File: src/rtl/sdram_lp_seq.sv
module sdram_lp_seq #(
  parameter int CNT_W = 8,
  parameter int DLY_W = 4,
  parameter int TMO_A = 64,
  parameter int TMO_B = 128
) (
  input  logic             clk,
  input  logic             rst_n,
  input  logic [1:0]       lp_sel,
  input  logic [1:0]       lp_tmo,
  input  logic [DLY_W-1:0] trp_cyc,
  input  logic [DLY_W-1:0] exit_cyc,
  input  logic             acc_req,
  input  logic             acc_done,
  input  logic             rd_active,
  input  logic             reinit_done,
  output logic             cke,
  output logic [2:0]       cmd,
  output logic             grant,
  output logic             frozen,
  output logic             reinit_req
);
  localparam logic [2:0] C_PASS = 3'd0, C_NOP = 3'd1, C_PRE = 3'd2, C_BST = 3'd3, C_DPD = 3'd4;
  localparam logic [CNT_W-1:0] CMAX = {CNT_W{1'b1}};

  typedef enum logic [3:0] {S_NORM, S_BST, S_PRE, S_TRP, S_PD, S_XIT, S_DPD, S_FRZ, S_RQW} st_t;
  st_t st, st_n;
  logic             deep_q, deep_n;
  logic [1:0]       sel_q;
  logic [CNT_W-1:0] idle_q, limit;
  logic [DLY_W-1:0] dcnt_q;
  logic             pd_ok;

  always_comb
    case (lp_tmo)
      2'b01:   limit = CNT_W'(TMO_A);
      2'b10:   limit = CNT_W'(TMO_B);
      default: limit = '0;
    endcase

  assign pd_ok = (lp_sel == 2'b01) && (sel_q == lp_sel) && !acc_req && !acc_done && (idle_q >= limit);

  always_comb begin
    st_n   = st;
    deep_n = deep_q;
    case (st)
      S_NORM: if (lp_sel == 2'b11) begin
                st_n = rd_active ? S_BST : S_PRE; deep_n = 1'b1;
              end else if (pd_ok) begin
                st_n = S_PRE; deep_n = 1'b0;
              end
      S_BST:  st_n = S_PRE;
      S_PRE:  st_n = S_TRP;
      S_TRP:  if (dcnt_q <= 1) st_n = deep_q ? S_DPD : S_PD;
      S_PD:   if (acc_req || lp_sel != 2'b01) st_n = S_XIT;
      S_XIT:  if (dcnt_q <= 1) st_n = S_NORM;
      S_DPD:  st_n = S_FRZ;
      S_FRZ:  if (lp_sel == 2'b00) st_n = S_RQW;
      S_RQW:  if (reinit_done) st_n = S_NORM;
      default: st_n = S_NORM;
    endcase
  end

  always_ff @(posedge clk or negedge rst_n)
    if (!rst_n) begin
      st <= S_NORM; deep_q <= 1'b0; sel_q <= 2'b00; idle_q <= '0; dcnt_q <= '0;
    end else begin
      st     <= st_n;
      deep_q <= deep_n;
      sel_q  <= lp_sel;
      if (acc_req || acc_done || lp_sel != sel_q || st != S_NORM) idle_q <= '0;
      else if (idle_q != CMAX) idle_q <= idle_q + 1'b1;
      if (st == S_PRE) dcnt_q <= trp_cyc;
      else if (st == S_PD) dcnt_q <= exit_cyc;
      else if (dcnt_q != 0) dcnt_q <= dcnt_q - 1'b1;
    end

  assign cke        = !(st == S_PD || st == S_DPD || st == S_FRZ);
  assign grant      = (st == S_NORM);
  assign frozen     = (st == S_DPD || st == S_FRZ || st == S_RQW);
  assign reinit_req = (st == S_FRZ) && (lp_sel == 2'b00);

  always_comb
    case (st)
      S_NORM, S_RQW: cmd = C_PASS;
      S_BST:         cmd = C_BST;
      S_PRE:         cmd = C_PRE;
      S_DPD:         cmd = C_DPD;
      default:       cmd = C_NOP;
    endcase

  assert_grant_cke_R1: assert property (@(posedge clk) disable iff (!rst_n) grant |-> cke);
  assert_pre_nop_R4: assert property (@(posedge clk) disable iff (!rst_n) (cmd == C_PRE) |=> (cmd == C_NOP && cke));
  assert_wake_R5: assert property (@(posedge clk) disable iff (!rst_n) (!cke && !frozen && acc_req) |=> cke);
  assert_bst_pre_R7: assert property (@(posedge clk) disable iff (!rst_n) (cmd == C_BST) |=> (cmd == C_PRE));
  assert_dpd_freeze_R7: assert property (@(posedge clk) disable iff (!rst_n) (cmd == C_DPD) |=> (frozen && !cke));
  assert_frozen_hold_R9: assert property (@(posedge clk) disable iff (!rst_n) (frozen && !reinit_done) |=> frozen);
  assert_req_pulse_R10: assert property (@(posedge clk) disable iff (!rst_n) reinit_req |=> !reinit_req);
endmodule

File: config.mk
export PLATFORM = sky130hd
export DESIGN_NAME = sdram_lp_seq
export DESIGN_NICKNAME = d
export VERILOG_FILES = /design/src/rtl/sdram_lp_seq.sv
export SDC_FILE = /design/constraint.sdc
export NUM_CORES = 1
export LEC_CHECK = 0
export BUFFER_PORTS_ARGS = -buffer_cell sky130_fd_sc_hd__buf_2
export CORE_MARGIN = 10
export CORE_UTILIZATION = 54
export CTS_BUF_LIST = sky130_fd_sc_hd__clkbuf_16
export DETAILED_ROUTE_END_ITERATION = 8
export HOLD_SLACK_MARGIN = 0.15
export PLACE_DENSITY_LB_ADDON = 0.1
export SLEW_MARGIN = 20
export SYNTH_ARGS = -nofsm -noshare
export SYNTH_HDL_FRONTEND = slang
export SYNTH_SLANG_ARGS = --single-unit
File: constraint.sdc
create_clock -name clk -period 2.35 [get_ports clk]
set_input_delay 0.1175 -clock clk [delete_from_list [all_inputs] [get_ports clk]]
set_output_delay 0.1175 -clock clk [all_outputs]
set_load 0.05 [all_outputs]
Word level (Yosys, flattened, before mapping) --
Cells that the tools add are included.
Cells by class: $add $sub $neg 2, order comparisons 2, equality and inequality tests 22, muxes and demuxes 19, reductions and logical operators 26
Operators by type and width (count):
- 2-to-1 mux 4 bit | 10
- case mux 4 bit (9 select lines) | 1
- equality test 4 x 3 -> 1 bit (second input constant) | 4
- 2-to-1 mux 8 bit | 2
- case mux 8 bit (2 select lines) | 1
- case mux 3 bit (4 select lines) | 1
- != test 2 bit (second input constant) | 5
- adder 8 x 1 -> 8 bit (second input constant) | 1
- equality test 4 x 2 -> 1 bit (second input constant) | 2
- >= comparator 8 bit | 1
- logical OR 1 bit | 8
- != test 8 bit (second input constant) | 1
- nonzero test 4 bit | 2
- AND reduction 6 bit | 1
- logical AND 1 bit | 5
- equality test 2 x 1 -> 1 bit (second input constant) | 2
- equality test 2 bit (second input constant) | 2
- equality test 4 x 1 -> 1 bit (second input constant) | 1
- equality test 4 bit (second input constant) | 1
- <= comparator 4 x 1 -> 1 bit (second input constant) | 1
- zero test 4 bit | 1
- 2-to-1 mux 2 bit | 2
- nonzero test 2 bit | 2
- subtractor 4 x 1 -> 4 bit (second input constant) | 1
- 10 further kinds | 13
Word-level totals: flip-flop bits (word level) 19, input port bits 18, output and inout bits 7

Depth between registers and ports, before layout --
Gate-level depths: netlist of run 1.
depth in word-level cells 8, mapped depth 6, mapped depth without buffers 6

Worst setup path after synthesis of run 1 --
Ideal clock, no wire load.
path kind reg2out, start point reg st[0], end point out reinit_req, data arrival time 2.131 ns, data required time 2.233 ns, setup slack 0.101 ns, cell stages (with the launch flop) 4, path buffers 1, cell sequence dfrtp_1 buf_2 nand2_1 nor4_1
On the way: word-level cells in the longest chain between the ends 2
RTL lines:
- from (decl) | RTL line 27 | st_t st, st_n;
- from (signal assigned) | RTL line 68 | st <= st_n;
- equality test 4 x 3 -> 1 bit | RTL line 81 | assign reinit_req = (st == S_FRZ) && (lp_sel == 2'b00);
- logical AND 1 bit | RTL line 81
- to (decl) | RTL line 21 | output logic reinit_req
No other way between the ends.

Final worst setup path of run 1 --
start point reg st[0], end point reg st[0]
On the way: word-level cells in the longest chain between the ends 3, elaborated cells between the ends (all ways) 17
RTL lines:
- equality test 4 x 3 -> 1 bit (tied with other cells) | RTL line 46 | case (st)
- != test 2 bit (no line) or != test 3 x 1 -> 1 bit (tied branches)
- AND reduction 6 bit (no line)
Parallel ways exist; a longest one is shown, timed or not. A chain may end at the register's enable or synchronous reset.

==> impl_results.md, run 1 <==
- Status: complete, no violations
- Hold Path Stages: 3
- YS warnings: 0
- Skew-Pair Late Insertion Delay: 0.25 ns
- RSZ-0062 raised after global routing: false
- Slowest CP cell: or4_1
- TritonCTS clock tree: built
- Layout Nets: 193
- Die height: 69.2 um
- Ys async rst share: 100%
- Critical Path Stages: 4
- Vias per cell: 5.71
- Largest net degree at the start of global routing: 20
- Worst Max-Slew Pin Slew: 0.552 ns
- Vias: 1,120
- Clock buffer count from CTS: 3
- Clock buffer depth: 2
- Top cells by area, synth: dfrtp_1, ha_1, mux2i_1, nor2_1, xnor2_1
- Relative slew slack: 62.7%
- Diodes inserted: 0
- GRT Util Overall: 11.8%
- Post-synth net total: 163
- Pwr dens: 1180 nW/um^2
- DRC: 0
- EDFF count, synth: 0
- Io pins: 25
- CTS root buffer: clkbuf_16
- Max Fclk: 509 MHz
- H-Tree Level Count: 1
- Delay of the slowest critical-path stage: 0.57 ns
- Yosys cell types: 42
- Final min period: 1.96 ns
- Period Utilization, post-route: 83.6%
- Top delay family on crit path: simple AND/OR/NAND/NOR gates
- Fin util: 70.5%
- WP buf/inv: 0
- Proportion of layout cells with a drive suffix above 1: 21.4%
- Sequential area share after synthesis: 36.4%
- Worst path required time: 2.48 ns
- Synthesized netlist cell count: 139
- DIE WIDTH: 69.2 um
- Worst Skew: 0.00375 ns
- Initial antenna violation count: 0
- Hold Fails Final Rpt: 0
- Area growth syn-to-layout: 21.8%
- Worst Hold Class: primary input to flip-flop
- Grt ovf: 0
- Global-route wire length before repair: 4.99 mm
- Die area: 4780 sq um
- I/O Buffers: 24
- Core region area: 2250 sq um
- Starting DRT DRC Count: 75
- Pre-Repair DR Iteration Count: 4
- Reg clk slew, reported paths: 0.05 ns
- Sum Neg Setup Slack: 0 ns
- DP HPWL: 2.08 mm
- Total power: 1880 uW
- Vias in the first global route: 1,135
- Pins Over Slew Limit: 0
- Worst hold-check slack: 0.182 ns
- Yosys top cell by area: dfrtp_1
- Synth Flop Type: dfrtp_1
- Wirelength per Cell: 14.1 um
- Crit-path max FO: 14
- Mapped Area: 1310 sq um
- Post-placement cell count: 185
- Worst Reg2Reg Path Length in Cells: 4
- Share of the synthesized area in the top cell type: 36.4%
- Final GP Congestion: 0.866
- Post-route ant nets: 0
- Initial Util: 57.9%
- Endpoints failing setup: 0
- Crit path cell chain: or4_1 -> a211o_1 -> nand3_2 -> mux2_1
- # Max-Cap Violations: 0
- Syn Area/Cell: 9.39 sq um
- Crit path DAT: 2.10 ns
- Synthesis-stage register bit count: 19
- Final WL: 2.76 mm
- Critical Path Start Type: flip-flop
- Non-Filler Instances: 196
- CTS resizes: 0
- Peak VDD IR: 1.09 mV
- WS Path Type: flip-flop to flip-flop
- FP Rows: 17
- CTS sink count: 19
- Total leakage power: 0.000710 uW
- CP Capture Type: flip-flop
## sequential cells by signal (all words and copies together) (netlist names)
register  count
idle_q        8
sel_q         2
dcnt_q        4
st            4
deep_q        1
## final timing paths
kind	start	to	slack, ns
worst min register to register	deep_q$_DFFE_PN0P_	deep_q$_DFFE_PN0P_	0.49
worst max register to register	st[0]$_DFFE_PN0P_	st[0]$_DFFE_PN0P_	0.39
worst max-delay path	st[0]$_DFFE_PN0P_	st[0]$_DFFE_PN0P_	0.39
max in group asynchronous	rst_n	dcnt_q[1]$_DFFE_PN0P_	1.72
min in group asynchronous	rst_n	idle_q[0]$_DFFE_PN0P_	0.33
worst min-delay path	exit_cyc[1]	dcnt_q[1]$_DFFE_PN0P_	0.18
## final cells by class
type | count | area, sq um
repair buffers | 33 | 205
clock inverters | 1 | 5.00
flip-flops and latches | 19 | 475
multi-input cells | 107 | 774
well taps | 28 | 35.0
clock buffers | 3 | 75.1
fillers | 191 | 666
inverters | 5 | 18.8
## kinds of logic after synthesis
group / after synthesis / synth area share (%)
buf+inv: 13 / 4.22
compound gates: 24 / 13.1
flops: 19 / 36.4
fa+ha+maj: 6 / 5.75
simple gates: 59 / 26.9
xor+xnor: 7 / 4.70
mux: 11 / 8.82
## cells in the mapped netlist (4+ instances only)
cell type / number
nor3_1: 6
buf_2: 5
a31oi_1: 4
nor2_1: 14
dfrtp_1: 19
xnor2_1: 4
ha_1: 6
nand2_1: 7
inv_1: 5
nor2b_1: 5
a21oi_1: 6
mux2i_1: 7
nand4_1: 5
## stage by stage
step | worst slack, ns | instance area, sq um
finish | 0.386 | 1590
global route | 0.300 | 1590
CTS | 0.391 | 1590
detailed placement | 0.403 | 1440
global placement | 0.447 | 1440
floorplan | 0.101 | 1310
## power breakdown
group	switching, uW	internal [uW]	total (uW)	leakage, uW
Combinational	566	403	969	0.000428
Sequential	154	412	566	0.000241
Clock	116	228	344	0.0000409
## worst reg2reg max path, stage by stage, from the launching register on
cell and delay [ns]:
dfrtp_1 0.53, or4_1 0.57, a211o_1 0.33, nand3_2 0.09, mux2_1 0.32
## layer usage
| metal | global-route usage [%] | routed length [um] | vias to the layer above |
|---|---|---|---|
| met5 | 0 | 0 | - |
| met3 | 2.43 | 97 | 2 |
| met4 | 4.88 | 17 | 0 |
| met1 | 13.7 | 1220 | 528 |
| li1 | - | - | 569 |
| met2 | 20.4 | 1430 | 21 |
## cell usage in the layout, fill, tap and decap left out, drive strengths merged, types with 2 or more instances in the layout
cell type	count
buf	26
dfrtp	19
nor2	14
nand2	7
mux2i	7
dlygate4sd3	7
nor3	6
a21oi	6
ha	6
inv	5
nor2b	5
nand4	5
xnor2	4
a31oi	4
nand2b	4
mux2	4
a211oi	3
xor2	3
clkbuf	3
nor4	3
nand3	3
a211o	2
nor4b	2
nor3b	2
o31ai	2
and3	2
## what timing repair did
| item | in CTS | in global routing |
|---|---|---|
| buffers inserted | 0 | 0 |
| hold buffers | 7 | 0 |
| hold endpoints to repair | 25 | 0 |
Power figures use the tool's default switching activity.
==> run 2, diff against run 1 <==
--- a/config.mk
+++ b/config.mk
@@ -6,8 +6,9 @@
 export NUM_CORES = 1
 export LEC_CHECK = 0
 export BUFFER_PORTS_ARGS = -buffer_cell sky130_fd_sc_hd__buf_2
+export CORE_ASPECT_RATIO = 0.5
 export CORE_MARGIN = 10
-export CORE_UTILIZATION = 54
+export CORE_UTILIZATION = 49
 export CTS_BUF_LIST = sky130_fd_sc_hd__clkbuf_16
 export DETAILED_ROUTE_END_ITERATION = 8
 export HOLD_SLACK_MARGIN = 0.15
==> constraint.sdc (replaced) <==
create_clock -name clk -period 1.8 [get_ports clk]
set_input_delay 0.09 -clock clk [delete_from_list [all_inputs] [get_ports clk]]
set_output_delay 0.09 -clock clk [all_outputs]
set_load 0.05 [all_outputs]
==> run 2 against run 1 <==
Against the previous run:
- sequential power rose by 13%
- via count grew 3.5%
- utilization fell by 3.5 points
- flip-flop and latch count unchanged
- combinational power grew 66%
- power is 43% higher
- largest power group unchanged
- global-route usage up 0.47 points
- first-iteration DRC count fell by 76%
- cell count grew 9.2%
==> impl_results.md, run 2 (synthesis results as in run 1) <==
- Critical Path Start Type: flip-flop
- Final GP Congestion: 0.820 (-5.2%)
- Post-placement cell area: 1540 sq um (+6.8%)
- Worst hold-check slack: 0.163 ns (-0.0190 ns)
- Hold Fails Final Rpt: 0 (unchanged)
- GRT Util Overall: 12.3% (+0.47 points)
- Core region area: 2570 sq um (+14%)
- DP HPWL: 2.31 mm (+11%)
- Endpoints failing setup: 0 (unchanged)
- Total leakage power: 0.000760 uW (+7.1%)
- Vias: 1,159 (+3.5%)
- FP Rows: 13 (-4)
- # Max-Cap Violations: 0 (unchanged)
- Peak VDD IR: 0.731 mV (-33%)
- Wirelength per Cell: 14.6 um (+3.2%)
- Most frequent cells in the layout: buf_2, dfrtp_1, nor2_1
- Initial Util: 50.8% (-7.1 points)
- Final WL: 3.11 mm (+13%)
- Final min period: 1.71 ns (-0.256 ns)
- CP Capture Type: flip-flop
- Relative slew slack: 70.7% (+8.0 points)
- Max Fclk: 585 MHz (+15%)
- TritonCTS clock tree: built
- Worst Reg2Reg Path Length in Cells: 4 (unchanged)
- R2R Path Start: st[0]$_DFFE_PN0P_
- CTS sink count: 19 (unchanged)
- Io pins: 25 (unchanged)
- Global-route wire length before repair: 5.44 mm (+9.1%)
- Worst Skew: 0.00280 ns (-0.000947 ns)
- Pwr dens: 1570 nW/um^2 (+33%)
- Diodes inserted: 0 (unchanged)
- Hold Path Stages: 3 (unchanged)
- Slowest CP cell: or4_1
- Max reg flops: 8 (unchanged)
- Die height: 56.5 um (-18%)
- Worst Max-Slew Pin Slew: 0.439 ns (-0.113 ns)
- Worst path required time: 1.93 ns (-0.55 ns)
- Skew-Pair Late Insertion Delay: 0.25 ns (about the same)
- Pins Over Slew Limit: 0 (unchanged)
- Starting DRT DRC Count: 18 (-76%)
- Total power: 2700 uW (+43%)
- Largest regs: idle_q: 8 flops, dcnt_q: 4 flops, st: 4 flops
- DIE WIDTH: 93.0 um (+34%)
- Worst Hold Class: primary input to flip-flop
- Crit-path max FO: 3 (-11)
- Initial antenna violation count: 0 (unchanged)
- R2r endpoint: st[0]$_DFFE_PN0P_
- Layout Nets: 202 (+4.7%)
- Final Cell Area: 1720 sq um (+8.3%)
- Clock buffer count from CTS: 3 (unchanged)
- Largest Register: idle_q
- Post-route ant nets: 0 (unchanged)
- Delay of the slowest critical-path stage: 0.51 ns (-0.06 ns)
- Proportion of layout cells with a drive suffix above 1: 29.9% (+8.5 points)
- Vias in the first global route: 1,187 (+4.6%)
- Area growth syn-to-layout: 31.8%
- Hold Startpoint: exit_cyc[0]
- I/O Buffers: 24 (unchanged)
- Fin util: 66.9% (-3.5 points)
- DRC: 0 (unchanged)
- Reg clk slew, reported paths: 0.06 ns (about the same)
- Vias per cell: 5.42 (-5.2%)
- Period Utilization, post-route: 94.9% (+11 points)
- WS Path Type: flip-flop to flip-flop
- CTS root buffer: clkbuf_16
- Grt ovf: 0 (unchanged)
- Clock buffer depth: 2 (unchanged)
- H-Tree Level Count: 1 (unchanged)
- Pre-Repair DR Iteration Count: 4 (unchanged)
- Status: complete, no violations
- Crit path cell chain: or4_1 -> a211o_1 -> nand3_2 -> mux2_1
- Most common cell after layout, fill and taps aside: buf_2
- Setup slack, reg-to-reg: 0.09 ns (-0.29 ns)
- Die area: 5250 sq um (+9.8%)
- RSZ-0062 raised after global routing: true
- Sum Neg Setup Slack: 0 ns (unchanged)
- Largest net degree at the start of global routing: 20 (unchanged)
- Crit path DAT: 1.84 ns (-0.26 ns)
- Worst min-delay path endpoint: dcnt_q[0]$_DFFE_PN0P_
-- run 2: metrics by stage --
stage	setup WS, ns	instances
floorplan	-0.0286	139
global placement	0.0933	203
detailed placement	0.0399	203
CTS	0.00379	214
global route	-0.00927	214
finish	0.0920	214
-- run 2: final cells by class --
cell class	count	area, sq um
timing repair buffer	42	275
inverter	5	18.8
clock buffer	3	75.1
fill	223	850
multi-input combinational	107	825
clock inverter	1	5.00
sequential	19	475
tap	37	46.3
-- run 2: what timing repair did --
action                                  in CTS  in global routing
setup buffers                                0                  0
resized for setup                            0                  8
endpoints found under the setup margin       0                  4
hold buffers                                 7                  0
hold endpoints to repair                    25                  0
-- run 2: layer usage --
layer / up-vias / GRT usage (%) / routed length, um
met3: 2 / 3.31 / 92
met2: 12 / 23.4 / 1690
met4: 0 / 1.97 / 8
met1: 556 / 13.3 / 1330
met5: - / 0 / 0
li1: 589 / - / -
-- run 2: where the power goes --
group / switching (uW) / internal, uW / leakage, uW / total (uW)
clock network: 154 / 297 / 0.0000409 / 451
logic: 932 / 673 / 0.000478 / 1610
registers: 100 / 539 / 0.000241 / 639
-- run 2: worst max-delay path by stage --
| stage | from | endpoint | slack [ns] | cells past startpoint |
|---|---|---|---|---|
| final | st[0]$_DFFE_PN0P_ | st[0]$_DFFE_PN0P_ | 0.09 | 4 |
| after global routing | idle_q[6]$_DFFE_PN0P_ | deep_q$_DFFE_PN0P_ | -0.009 | 6 |
| after CTS | dcnt_q[1]$_DFFE_PN0P_ | st[0]$_DFFE_PN0P_ | 0.004 | 7 |
| after detailed placement | dcnt_q[1]$_DFFE_PN0P_ | st[0]$_DFFE_PN0P_ | 0.04 | 7 |
| after global placement | st[0]$_DFFE_PN0P_ | st[0]$_DFFE_PN0P_ | 0.09 | 4 |
| after floorplan | st[1]$_DFFE_PN0P_ | idle_q[5]$_DFFE_PN0P_ | -0.03 | 4 |
-- run 2: worst max-delay path: cells and delay by family, from the launching register on --
family           cells  cell delay (ns)
AND/OR/NAND/NOR      2             0.60
flip-flops           1             0.37
multiplexers         1             0.32
AO/OA/AOI/OAI        1             0.29
